==> src/rtl/txr_pkg.sv <==
package txr_pkg;
  localparam int MAX_RINGS = 3;
  localparam int IDX_EVENT = 1;
  localparam int IDX_MASK = 2;
  localparam int IDX_CTRL = 9;
  localparam int CTRL_EN_BIT = 1;
  localparam int DOOR_BIT = 24;

  function automatic int startIdx(input int r);
    case (r)
      0: return 97;
      1: return 89;
      default: return 92;
    endcase
  endfunction

  function automatic int doorIdx(input int r);
    case (r)
      0: return 5;
      1: return 121;
      default: return 123;
    endcase
  endfunction

  function automatic int frameBit(input int r);
    case (r)
      0: return 27;
      1: return 3;
      default: return 7;
    endcase
  endfunction

  function automatic int bufBit(input int r);
    case (r)
      0: return 26;
      1: return 2;
      default: return 6;
    endcase
  endfunction

  function automatic logic [MAX_RINGS-1:0] liveMask(input int n);
    logic [MAX_RINGS-1:0] m;
    m = '0;
    for (int r = 0; r < MAX_RINGS; r++) if (r < n) m[r] = 1'b1;
    return m;
  endfunction

  function automatic logic [31:0] eventLive(input int n);
    logic [31:0] m;
    m = '0;
    for (int r = 0; r < MAX_RINGS; r++) begin
      if (r < n) begin
        m[frameBit(r)] = 1'b1;
        m[bufBit(r)] = 1'b1;
      end
    end
    return m;
  endfunction

  typedef struct packed {
    logic [MAX_RINGS-1:0] startWr;
    logic rewind;
    logic maskWr;
    logic evtClr;
    logic [MAX_RINGS-1:0] doneRing;
    logic bufSet;
    logic frameSet;
  } txr_strobe_t;
endpackage

==> src/rtl/txr_ctrl.sv <==
module txr_ctrl
  import txr_pkg::*;
#(
  parameter int RING_COUNT = 3,
  parameter int ADDR_W = 9
) (
  input  logic                 clk,
  input  logic                 rstN,
  input  logic                 busWrEn,
  input  logic [ADDR_W-1:0]    busAddr,
  input  logic                 ctrlEnData,
  input  logic                 walkDone,
  input  logic                 walkBufEvt,
  input  logic                 walkFrameEvt,
  output txr_strobe_t          strobes,
  output logic                 ethEn,
  output logic [MAX_RINGS-1:0] pendQ,
  output logic                 activeQ,
  output logic [1:0]           ringQ
);
  localparam logic [MAX_RINGS-1:0] LIVE = liveMask(RING_COUNT);

  logic ctrlWr, ctrlOff, doneHit, grant;
  logic [MAX_RINGS-1:0] doorWr, startWr, doneRing, pendNext;
  logic [1:0] pick;

  assign ctrlWr = busWrEn && (busAddr == ADDR_W'(IDX_CTRL));
  assign ctrlOff = ctrlWr && !ctrlEnData;

  // decode only rings below RING_COUNT
  for (genvar r = 0; r < MAX_RINGS; r++) begin : g_dec
    assign doorWr[r] = LIVE[r] && busWrEn && (busAddr == ADDR_W'(doorIdx(r)));
    assign startWr[r] = LIVE[r] && busWrEn && (busAddr == ADDR_W'(startIdx(r)));
  end

  assign doneHit = walkDone && activeQ;
  assign doneRing = doneHit ? (MAX_RINGS'(1) << ringQ) : '0;
  assign grant = !activeQ && (|pendQ);
  assign pendNext = (pendQ & ~doneRing) | (doorWr & {MAX_RINGS{ethEn}});

  // lowest pending ring wins
  always_comb begin
    pick = 2'd0;
    for (int r = MAX_RINGS - 1; r >= 0; r--) if (pendQ[r]) pick = 2'(r);
  end

  always_comb begin
    strobes.startWr = startWr;
    strobes.rewind = ctrlOff;
    strobes.maskWr = busWrEn && (busAddr == ADDR_W'(IDX_MASK));
    strobes.evtClr = busWrEn && (busAddr == ADDR_W'(IDX_EVENT));
    strobes.doneRing = doneRing;
    strobes.bufSet = walkBufEvt;
    strobes.frameSet = walkFrameEvt;
  end

  always_ff @(posedge clk or negedge rstN) begin
    if (!rstN) begin
      ethEn <= 1'b0;
      pendQ <= '0;
      activeQ <= 1'b0;
      ringQ <= 2'd0;
    end else begin
      if (ctrlWr) ethEn <= ctrlEnData;
      if (ctrlOff) begin
        pendQ <= '0;
        activeQ <= 1'b0;
      end else begin
        pendQ <= pendNext;
        if (doneHit) begin
          activeQ <= 1'b0;
        end else if (grant) begin
          activeQ <= 1'b1;
          ringQ <= pick;
        end
      end
    end
  end
endmodule

==> src/rtl/txr_datapath.sv <==
module txr_datapath
  import txr_pkg::*;
#(
  parameter int RING_COUNT = 3,
  parameter int ADDR_W = 9
) (
  input  logic                 clk,
  input  logic                 rstN,
  input  txr_strobe_t          strobes,
  input  logic [ADDR_W-1:0]    busAddr,
  input  logic [31:0]          busWrData,
  input  logic [31:0]          walkNextPtr,
  input  logic                 ethEn,
  input  logic [MAX_RINGS-1:0] pendQ,
  input  logic [1:0]           ringQ,
  output logic [31:0]          busRdData,
  output logic [31:0]          walkPtr,
  output logic                 irq
);
  localparam logic [MAX_RINGS-1:0] LIVE = liveMask(RING_COUNT);
  localparam logic [31:0] EVT_LIVE = eventLive(RING_COUNT);

  logic [MAX_RINGS-1:0][31:0] startQ, ptrQ;
  logic [31:0] evtQ, maskQ, evtSet, evtClrBits, alignedData;

  assign alignedData = {busWrData[31:3], 3'b000};

  always_comb begin
    evtSet = '0;
    for (int r = 0; r < MAX_RINGS; r++) begin
      if (strobes.doneRing[r]) begin
        if (strobes.frameSet) evtSet[frameBit(r)] = 1'b1;
        if (strobes.bufSet) evtSet[bufBit(r)] = 1'b1;
      end
    end
  end

  assign evtClrBits = strobes.evtClr ? busWrData : '0;

  always_ff @(posedge clk or negedge rstN) begin
    if (!rstN) begin
      startQ <= '0;
      ptrQ <= '0;
      evtQ <= '0;
      maskQ <= '0;
    end else begin
      for (int r = 0; r < MAX_RINGS; r++) begin
        if (strobes.startWr[r]) startQ[r] <= alignedData;
        if (strobes.rewind) ptrQ[r] <= startQ[r];
        else if (strobes.startWr[r]) ptrQ[r] <= alignedData;
        else if (strobes.doneRing[r]) ptrQ[r] <= walkNextPtr;
      end
      evtQ <= ((evtQ & ~evtClrBits) | evtSet) & EVT_LIVE;
      if (strobes.maskWr) maskQ <= busWrData;
    end
  end

  always_comb begin
    case (ringQ)
      2'd1: walkPtr = ptrQ[1];
      2'd2: walkPtr = ptrQ[2];
      default: walkPtr = ptrQ[0];
    endcase
  end

  assign irq = |(evtQ & maskQ);

  always_comb begin
    busRdData = '0;
    if (busAddr == ADDR_W'(IDX_CTRL)) busRdData[CTRL_EN_BIT] = ethEn;
    if (busAddr == ADDR_W'(IDX_EVENT)) busRdData = evtQ;
    if (busAddr == ADDR_W'(IDX_MASK)) busRdData = maskQ;
    for (int r = 0; r < MAX_RINGS; r++) begin
      if (LIVE[r] && busAddr == ADDR_W'(startIdx(r))) busRdData = startQ[r];
      if (LIVE[r] && busAddr == ADDR_W'(doorIdx(r))) busRdData[DOOR_BIT] = pendQ[r];
    end
  end
endmodule

==> src/rtl/txr_doorbell_regs.sv <==
module txr_doorbell_regs
  import txr_pkg::*;
#(
  parameter int RING_COUNT = 3,
  parameter int ADDR_W = 9
) (
  input  logic              clk,
  input  logic              rstN,
  input  logic              busWrEn,
  input  logic [ADDR_W-1:0] busAddr,
  input  logic [31:0]       busWrData,
  output logic [31:0]       busRdData,
  output logic              walkReq,
  output logic [1:0]        walkRing,
  output logic [31:0]       walkPtr,
  input  logic              walkDone,
  input  logic [31:0]       walkNextPtr,
  input  logic              walkBufEvt,
  input  logic              walkFrameEvt,
  output logic              irq
);
  txr_strobe_t strobes;
  logic ethEn, activeQ;
  logic [MAX_RINGS-1:0] pendQ;
  logic [1:0] ringQ;

  txr_ctrl #(.RING_COUNT(RING_COUNT), .ADDR_W(ADDR_W)) ctrl (
    .clk(clk), .rstN(rstN), .busWrEn(busWrEn), .busAddr(busAddr),
    .ctrlEnData(busWrData[CTRL_EN_BIT]), .walkDone(walkDone),
    .walkBufEvt(walkBufEvt), .walkFrameEvt(walkFrameEvt),
    .strobes(strobes), .ethEn(ethEn), .pendQ(pendQ),
    .activeQ(activeQ), .ringQ(ringQ)
  );

  txr_datapath #(.RING_COUNT(RING_COUNT), .ADDR_W(ADDR_W)) dpath (
    .clk(clk), .rstN(rstN), .strobes(strobes), .busAddr(busAddr),
    .busWrData(busWrData), .walkNextPtr(walkNextPtr), .ethEn(ethEn),
    .pendQ(pendQ), .ringQ(ringQ), .busRdData(busRdData),
    .walkPtr(walkPtr), .irq(irq)
  );

  assign walkReq = activeQ;
  assign walkRing = ringQ;
endmodule

==> config.mk <==
export PLATFORM = sky130hd
export DESIGN_NAME = txr_doorbell_regs
export DESIGN_NICKNAME = d
export VERILOG_FILES = /design/src/rtl/txr_pkg.sv /design/src/rtl/txr_ctrl.sv /design/src/rtl/txr_datapath.sv /design/src/rtl/txr_doorbell_regs.sv
export SDC_FILE = /design/constraint.sdc
export NUM_CORES = 1
export LEC_CHECK = 0
export BUFFER_PORTS_ARGS = -buffer_cell sky130_fd_sc_hd__buf_4
export CAP_MARGIN = 40
export CORE_AREA = 2 2 176 178
export CTS_BUF_LIST = sky130_fd_sc_hd__clkbuf_2 sky130_fd_sc_hd__clkbuf_4 sky130_fd_sc_hd__clkbuf_8
export CTS_CLUSTER_DIAMETER = 120
export DETAILED_ROUTE_END_ITERATION = 16
export DIE_AREA = 0 0 178 180
export PLACE_DENSITY_LB_ADDON = 0.12
export SYNTH_ARGS = -nofsm -noshare
export SYNTH_HDL_FRONTEND = slang
export SYNTH_SLANG_ARGS = --single-unit
export TNS_END_PERCENT = 20
==> constraint.sdc <==
create_clock -name clk -period 3.09 [get_ports clk]
set_input_delay 0.7725 -clock clk [delete_from_list [all_inputs] [get_ports clk]]
set_output_delay 0.7725 -clock clk [all_outputs]
set_load 0.05 [all_outputs]
# Yosys cells after proc, flatten, opt, wreduce, memory -nomap -nowiden
# Cells that the tools add are included.
# Widths: inputs -> output; s select.
# op_classes
n_shift,1
n_addsub,0
n_div,0
n_mux,64
bitwise,15
mul,0
eq_ne,11
magnitude_cmp,12
reduce_logical,27
# ops
op,n
$mux 32,25
$mux 28,14
$ge 32x1->1 const B,6
$lt 32x7->1 const B,6
$or 28x28->28,6
$pmux 32 s2,1
$eq 9x7->1 const B,5
$and 28x32->32,1
$reduce_or 32->1,1
$demux 1 s5,6
$and 28x28->28,1
$not 28->28,1
$logic_and 1x1->1,18
$mux 1,13
$reduce_bool 3->1,4
$eq 9x1->1 const B,1
$eq 9x2->1 const B,1
$eq 9x3->1 const B,1
$eq 9x4->1 const B,1
$and 3x3->3,2
$mux 2,3
$mux 3,2
$not 3->3,1
$or 3x3->3,1
7 further kinds,9
# totals
elab_cells,142
reg_bits,228
input_bits,79
output_inout_bits,68
latch_bits,0
n_memories,0
mem_bits_rw,0
romBits,0

# Depth between registers and ports, before layout
# Gate-level depths: netlist of the first run.
# depth
ltp_word,25
ltp_mapped,10
depth_no_buf,7

# Modules after synthesis
# Synthesis of the first run repeated with hierarchy kept, for this count alone.
# hier_totals
cells_unflattened,1230
hier_area_um2,11916.4
# modules_own_cells
module,cells_each,instances,seq_area_each_um2,area_per_inst_um2
txr_datapath,1168,1,5530.3,11337.1
txr_ctrl,62,1,175.2,579.3

# Least setup slack after synthesis of the first run
# Ideal clock, no wire load.
# synth_path
path_kind,input-to-output
startpoint,in busAddr[8]
endpoint,out busRdData[26]
stages,7
path_slack_ns,-0.731
required_ns,2.318
arrival_time_ns,3.049
path_buffers,2
cell_sequence,or3b_4 nand2b_1 buf_6 nor3_4 buf_2 a211oi_1 o21ai_0
# synth_between
elab_chain_len,6
word_cells_on_any_way,10
cone_classes,eq/ne (5); mux (5)
# synth_lines
element,line,text
start: declaration,txr_doorbell_regs.sv:10,"input logic [ADDR_W-1:0] busAddr,"
$eq 9x1->1,txr_datapath.sv:71,if (busAddr == ADDR_W'(IDX_EVENT)) busRdData = evtQ;
$mux 28,txr_datapath.sv:71,
$mux 32,txr_datapath.sv:72,if (busAddr == ADDR_W'(IDX_MASK)) busRdData = maskQ;
$mux 32 (2 in series),txr_datapath.sv:74,if (LIVE[r] && busAddr == ADDR_W'(startIdx(r))) busRdData = startQ[r];
$mux 32 (*),txr_datapath.sv:74,
end: declaration,txr_doorbell_regs.sv:12,"output logic [31:0] busRdData,"
# Mark *: on every way between the ends. The rest lies on a longest branch, timed or not.

# Worst setup path after layout of the first run
# layout_path
startpoint,in busAddr[8]
endpoint,out busRdData[31]
# layout_between
elab_chain_len,5
word_cells_on_any_way,8
cone_classes,eq/ne (4); mux (4)
# layout_lines
element,line
$eq 9x2->1,txr_datapath.sv:72
$mux 32,txr_datapath.sv:72
$mux 32 (2 in series),txr_datapath.sv:74
$mux 32 (*),txr_datapath.sv:74
# Marked as above.

==> flow_metrics.py, run 1 <==
metrics = {
    "status": {
        "status": "finished, violations left",
        "violations": "negative setup slack",
    },
    "detailed_routing": {
        "wl_per_cell_um": 22.29,
        "drtIter0Drc": 884,
        "drt-vias-per-instance": 5.647,
        "drc": 0,
        "routed_wl_um": 42310,
        "num_vias": 10720,
        "firstDrtPassIters": 8,
        "ant_nets": 0,
    },
    "floorplanning": {
        "initial_utilization_pct": 39.47,
        "rows": 64,
        "die_y_um": 180,
        "dieWidth_um": 178,
        "core_area_sq_um": 30190,
        "io_pins": 147,
        "die_area_sq_um": 32040,
    },
    "power_and_ir_drop": {
        "ir_worst_vdd_mv": 0.3205,
        "p_leak_nw": 7.223,
        "p_per_area_nw_per_um2": 493.7,
        "p_total_mw": 7.633,
    },
    "sta": {
        "rsz0062_at_grt": "yes",
        "fin_crit_ns": 3.183,
        "setup_violations": 26,
        "final-max-slew-violation-count": 0,
        "fmax_mhz": 314.2,
        "period_share_pct": 103.0,
        "setup_ws_ns": -0.09304,
        "slew_headroom_pct": 46.14,
        "hold_viol": 0,
        "worst_pin_slew_ns": 0.8080,
        "clock_skew_ns": 0.02649,
    },
    "synth": {
        "synth_compound_area_share_pct": 20.32,
        "post_synth_fa_ha_maj_area_fraction_pct": 0.3150,
        "syn-num-nets": 1387,
        "synthXorXnorAreaFrac_pct": 0,
        "avgSynthCellArea_sq_um": 9.130,
        "netlist_area_sq_um": 11920,
        "syn_inst": 1305,
        "ys.flop_type": "dfrtp_1",
        "synthArstFlopShare_pct": 100.0,
        "synth_seq_cells": 228,
        "ys_seq_area_share_pct": 47.88,
        "yosysWarnings": 0,
        "synth_edf_count": 0,
        "synth_top_family_by_area": "compound AO/OA/AOI/OAI gates",
        "synthSimpleGateAreaFrac_pct": 16.85,
        "synth.area.mux_share_pct": 10.02,
        "ys_types": 54,
    },
    "layout": {
        "fill_cells": 2858,
        "stdcell_count": 1898,
        "antennaDiodeCount": 0,
        "nets": 1557,
        "drive_gt1_share_pct": 32.02,
        "fin_area_sq_um": 15460,
        "areaGrowthSynthToFinish_pct": 29.76,
    },
    "place": {
        "hpwl_um": 25510,
        "placed_area_sq_um": 14180,
        "globalplace.congestion": 0.8801,
        "placed_cells": 1819,
        "portBuffers": 146,
    },
    "clock_network": {
        "cts.sinks": 228,
        "clk_latency_ns": 0.56,
        "cts_tree": "yes",
        "path_clk_slew_ns": 0.05,
        "cts.htree.levels": 2,
        "clockBufferDepth": 3,
        "cts-root-buf": "clkbuf_8",
        "cts-buffers-inserted": 42,
        "cts_hold_buf": 0,
    },
    "global_routing": {
        "gr-total-overflow": 0,
        "grt_pass1_wl_um": 64550,
        "grtUsageTotal_pct": 26.44,
        "grt_max_degree": 88,
        "antenna_found_initial": 0,
        "first_global_vias": 10620,
    },
    "min_path": {
        "hold_class": "primary input to asynchronous set/reset pin",
    },
    "setup_path": {
        "critPathArrivalTime_ns": 2.41,
        "path_depth": 9,
        "crit_slowest_cell": "or3b_4",
        "reg2regPathDepth": 9,
        "path_cells": "buf_8 -> or3b_4 -> nand2b_4 -> nor3_4 -> buf_12 -> buf_12 -> a222oi_1 -> a21oi_2 -> buf_6",
        "crit_fanout": 7,
        "cpMostUsedCell": "buf_12",
        "critical_path_required_ns": 2.32,
        "slowest_delay_ns": 0.39,
        "startpoint_type": "primary input",
        "crit_family": "simple AND/OR/NAND/NOR gates",
        "critPathKind": "primary input to output port",
        "critPathBufInv": 4,
        "endpoint_kind": "output port",
    },
    "flow_run": {
        "drv_cap": 0,
    },
}
path summary, 6_finish.rpt:
kind                           startpoint          endpoint  slack [ns]
min reg2reg                dpath.ptrQ[55]    dpath.ptrQ[55]        0.48
min in group clk             busWrData[0]    dpath.maskQ[0]        0.46
max in group asynchronous            rstN    dpath.ptrQ[84]        2.06
max reg2reg                 ctrl.ringQ[0]    dpath.ptrQ[90]        0.73
max                            busAddr[8]     busRdData[31]       -0.09
min                                  rstN  dpath.startQ[28]        0.19
worst reg2reg max path: stages, from the launching register on:
cell and delay (ns):
dfrtp_1 0.43, inv_2 0.13, ha_1 0.20, buf_12 0.23
and3_1 0.50, buf_12 0.29, nand2_1 0.11, a21oi_1 0.14
a21oi_1 0.05, o21ai_0 0.21
synth_stat cells, types with 2 or more instances:
| master | instances | area [sq um] |
|---|---|---|
| buf_1 | 6 | 22.52 |
| mux2_4 | 29 | 435.4 |
| and3_1 | 7 | 43.79 |
| nor3_2 | 2 | 20.02 |
| nor2b_1 | 2 | 12.51 |
| clkbuf_1 | 60 | 225.2 |
| mux2_2 | 56 | 630.6 |
| nand2b_1 | 2 | 12.51 |
| and2_1 | 4 | 25.02 |
| or2_2 | 2 | 12.51 |
| o221a_2 | 4 | 45.04 |
| buf_6 | 9 | 101.4 |
| nor2_1 | 69 | 259.0 |
| nand3_1 | 39 | 195.2 |
| nand4_1 | 3 | 18.77 |
| dfrtp_1 | 228 | 5705 |
| a21oi_1 | 121 | 605.6 |
| o21ai_1 | 12 | 60.06 |
| a22oi_1 | 42 | 315.3 |
| nor3_1 | 8 | 40.04 |
| a22o_1 | 9 | 78.83 |
| a222oi_1 | 22 | 220.2 |
| o22a_1 | 29 | 254.0 |
| o21ai_0 | 107 | 535.5 |
| mux2i_1 | 6 | 60.06 |
| buf_2 | 37 | 185.2 |
| o22ai_1 | 37 | 231.5 |
| nand2_1 | 312 | 1171 |
| mux2_1 | 6 | 67.56 |
| nand3b_1 | 4 | 30.03 |
| a211oi_1 | 2 | 15.01 |
| nor4b_1 | 2 | 17.52 |
| ha_1 | 3 | 37.54 |
| inv_1 | 4 | 15.01 |
report_power, final:
part           leakage, nW  total [mW]  switching (mW)  internal (mW)
combinational         3.68        1.47           0.946          0.523
sequential            3.11        3.31           0.124           3.19
clock                0.436        2.85            1.27           1.59
kinds of logic (layout without fill, tap and decap cells):
group / after synthesis / after routing
and+or+nand+nor: 469 / 469
adders and majority gates: 3 / 3
DFF: 228 / 228
buffers and inverters: 116 / 313
AOI/OAI and AO/OA: 392 / 392
muxes: 97 / 97
area by class of cell:
cell class	count	area (sq um)	area share, %
clock buffer	67	778.2	5.034
inverter	4	15.01	0.09711
tap	396	495.5	3.205
multi-input combinational	961	6155	39.81
timing repair buffer	238	2283	14.77
clock inverter	4	28.78	0.1861
sequential	228	5705	36.90
cells in the final DEF, fill, tap and decap left out, drive strengths merged, types with 2 or more instances in the layout:
| cell type | instances |
|---|---|
| nand2 | 312 |
| buf | 237 |
| dfrtp | 228 |
| a21oi | 121 |
| o21ai | 119 |
| mux2 | 91 |
| nor2 | 69 |
| clkbuf | 67 |
| a22oi | 42 |
| nand3 | 40 |
| o22ai | 37 |
| o22a | 29 |
| a222oi | 22 |
| nor3 | 11 |
| a22o | 9 |
| and3 | 7 |
| mux2i | 6 |
| inv | 5 |
| nand3b | 4 |
| o221a | 4 |
| and2 | 4 |
| nand4 | 3 |
| or2 | 3 |
| ha | 3 |
| nor4b | 3 |
| nor2b | 2 |
| clkinv | 2 |
| nor4 | 2 |
| nand2b | 2 |
| a211oi | 2 |
sequential cells by signal, indices dropped and copies added (netlist names):
| name | flops |
|---|---|
| ctrl.pendQ | 3 |
| dpath.maskQ | 32 |
| ctrl.activeQ | 1 |
| ctrl.ringQ | 2 |
| dpath.ptrQ | 96 |
| dpath.evtQ | 6 |
| dpath.startQ | 87 |
| ctrl.ethEn | 1 |
stage by stage:
stage | TNS [ns] | worst slack (ns) | hold slack [ns] | utilization (%)
after floorplan | -5.789 | -0.1628 | 0.4492 | -
after global placement | -4.722 | -0.2084 | 0.4640 | 46.97
after detailed placement | -5.016 | -0.1973 | 0.4716 | 46.97
after CTS | -1.102 | -0.07921 | 0.2039 | 50.87
after global routing | -2.413 | -0.1575 | 0.2105 | 51.21
final | -0.9100 | -0.09304 | 0.1923 | 51.21
per-layer routing:
| layer | vias up | global-route usage (%) | share of wire (%) |
|---|---|---|---|
| met5 | - | 0 | 0 |
| met4 | 0 | 8.656 | 2.9 |
| met3 | 75 | 4.061 | 6.7 |
| met2 | 403 | 41.19 | 46 |
| met1 | 5243 | 37.62 | 45 |
| li1 | 4997 | - | - |
timing repair:
item	in CTS	in global routing
cloned	4	0
buffers inserted	2	2
pin swaps	18	10
endpoints found under the setup margin	40	47
gates resized for setup	67	25
No activity file was read; power rests on OpenSTA's default activity.
==> run 2, diff against run 1 <==
- SETUP_SLACK_MARGIN: not set -> 0.2
- SLEW_MARGIN: not set -> 10
- clock period: 3.09 -> 3.85 ns (I/O delays scaled with it)
==> run 2 against run 1 <==
Compared with the run above: the run now ends clean; clock skew is 0.0010 ns higher; clock power decreased by 12%; via count down 2.2%; sequential share of layout area is 2.2 points higher; die area did not move; register-to-register slack improved by 0.24 ns; hold slack better by 0.23 ns; critical path depth unchanged; setup slack better by 0.31 ns; total power down 18%; wire length shrank 6.9%; critical path type unchanged; highest routed layer unchanged.
==> flow_metrics.py, run 2 (synthesis gave the netlist of run 1 again) <==
metrics = {
    "status": {
        "status": "finished, final reports clean",
    },
    "detailed_routing": {
        "drc": 0,
        "firstDrtPassIters": 6,
        "num_vias": 10480,
        "ant_nets": 0,
        "wl_per_cell_um": 21.18,
        "drtIter0Drc": 905,
        "routed_wl_um": 39410,
        "drt-vias-per-instance": 5.632,
    },
    "layout": {
        "final_common_cell": "nand2_1",
        "utilization_pct": 48.31,
        "biggestRegsByFlops": "dpath.ptrQ: 96 flops, dpath.startQ: 87 flops, dpath.maskQ: 32 flops",
        "fin_area_sq_um": 14580,
        "largest_reg_flops": 96,
        "top_register": "dpath.ptrQ",
        "nets": 1515,
        "antennaDiodeCount": 0,
        "final_cell_mix": "311 x nand2_1, 228 x dfrtp_1, 173 x buf_4",
        "drive_gt1_share_pct": 26.28,
        "areaGrowthSynthToFinish_pct": 22.40,
        "fill_cells": 2879,
    },
    "place": {
        "portBuffers": 146,
        "hpwl_um": 24630,
        "placed_area_sq_um": 13530,
        "globalplace.congestion": 0.8266,
    },
    "setup_path": {
        "cp-startpoint": "busAddr[8]",
        "cpMostUsedCell": "buf_4",
        "startpoint_type": "primary input",
        "crit_fanout": 7,
        "r2r_slack_ns": 0.97,
        "slowest_delay_ns": 0.41,
        "critPathArrivalTime_ns": 2.67,
        "critPathBufInv": 4,
        "critical_path_required_ns": 2.89,
        "crit_slowest_cell": "or3b_4",
        "endpoint_kind": "output port",
        "crit_family": "simple AND/OR/NAND/NOR gates",
        "timing.rr.start": "ctrl.ringQ[0]",
        "critical_path.endpoint": "busRdData[30]",
        "path_depth": 9,
        "critPathKind": "primary input to output port",
        "path_cells": "buf_8 -> or3b_4 -> buf_4 -> nor3_2 -> buf_4 -> o21ai_0 -> nand2_1 -> o221a_2 -> buf_4",
        "reg2regPathDepth": 9,
        "r2r-end": "dpath.ptrQ[72]",
    },
    "sta": {
        "rsz0062_at_grt": "yes",
        "setup_violations": 0,
        "slew_headroom_pct": 44.95,
        "period_share_pct": 94.44,
        "final-max-slew-violation-count": 0,
        "fmax_mhz": 275.0,
        "clock_skew_ns": 0.02749,
        "hold_viol": 0,
        "fin_crit_ns": 3.636,
        "worst_pin_slew_ns": 0.8257,
    },
    "clock_network": {
        "cts_tree": "yes",
        "cts_hold_buf": 0,
        "path_clk_slew_ns": 0.05,
        "cts-root-buf": "clkbuf_8",
        "cts.htree.levels": 2,
        "clockBufferDepth": 3,
        "cts.sinks": 228,
        "cts-buffers-inserted": 42,
        "clk_latency_ns": 0.55,
    },
    "global_routing": {
        "first_global_vias": 10500,
        "gr-total-overflow": 0,
        "grtUsageTotal_pct": 24.86,
        "grt_max_degree": 96,
        "antenna_found_initial": 1,
        "grt_pass1_wl_um": 61780,
    },
    "floorplanning": {
        "dieWidth_um": 178,
        "die_area_sq_um": 32040,
        "initial_utilization_pct": 39.47,
        "io_pins": 147,
        "die_y_um": 180,
        "rows": 64,
        "core_area_sq_um": 30190,
    },
    "min_path": {
        "hold_class": "primary input to asynchronous set/reset pin",
    },
    "power_and_ir_drop": {
        "p_leak_nw": 6.958,
        "p_total_mw": 6.269,
        "ir_worst_vdd_mv": 0.2363,
        "p_per_area_nw_per_um2": 429.9,
    },
    "flow_run": {
        "drv_cap": 0,
    },
}
==> run 2: cell types whose count changed in the layout (fill, tap and decap cells not counted), sizes merged <==
| cell | previous run | this run |
|---|---|---|
| bufbuf | 1 | 0 |
| bufinv | 0 | 1 |
| clkbuf | 67 | 72 |
| buf | 237 | 196 |
| inv | 5 | 4 |
==> run 2: final cells by class <==
cell class	count	area (sq um)	area share [%]
Clock buffer	72	865.8	5.937
Clock inverter	4	47.55	0.3260
Inverter	4	15.01	0.1030
Multi-Input combinational cell	961	5738	39.34
Sequential cell	228	5705	39.12
Tap cell	396	495.5	3.397
Timing Repair Buffer	196	1717	11.77
==> run 2: timing repair <==
item / in CTS / in global routing
gates cloned: 2 / 0
setup buffers: 4 / 0
pin swaps: 8 / 5
gates resized for setup: 7 / 7
endpoints found under the setup margin: 14 / 30
==> run 2: how the worst min path moves through the flow <==
stage	startpoint	end	slack, ns	cells after the start
3_3_place_gp	dpath.ptrQ[50]	dpath.ptrQ[50]	0.46	2
3_5_place_dp	dpath.ptrQ[40]	dpath.ptrQ[40]	0.47	2
4_1_cts	rstN	dpath.startQ[93]	0.47	1
2_1_floorplan	dpath.ptrQ[39]	dpath.ptrQ[39]	0.45	2
6_report	rstN	dpath.startQ[93]	0.42	1
5_1_grt	rstN	dpath.startQ[93]	0.48	1
==> run 2: per-layer routing <==
metal	vias to the layer above	GRT usage, %	part of all wire, %
li1	4917	-	-
met1	5147	34.58	45
met2	350	38.95	46
met3	68	4.505	6.1
met4	0	8.393	2.8
met5	-	0	0
==> run 2: worst register-to-register path, stage by stage, from the launching register on <==
cell and delay, ns:
dfrtp_1 0.43, inv_1 0.16, ha_1 0.16, buf_4 0.42
nand3_1 0.66, buf_4 0.48, nand2_1 0.11, a21oi_1 0.06
a21oi_1 0.13, o21ai_0 0.10
==> run 2: metrics by stage <==
stage	setup TNS [ns]	hold slack (ns)	worst slack, ns	cells
2_1_floorplan	-1.416	0.4492	-0.08972	1305
3_3_place_gp	0	0.4615	0.1271	1779
3_5_place_dp	0	0.4705	0.1160	1779
4_1_cts	0	0.4675	0.1584	1861
5_1_grt	0	0.4791	0.1273	1861
6_report	0	0.4247	0.2142	1861
==> run 2: power by group <==
group | internal, mW | switching (mW)
combinational | 0.381 | 0.731
sequential | 2.56 | 0.0984
clock | 1.47 | 1.03
total | 4.41 | 1.86
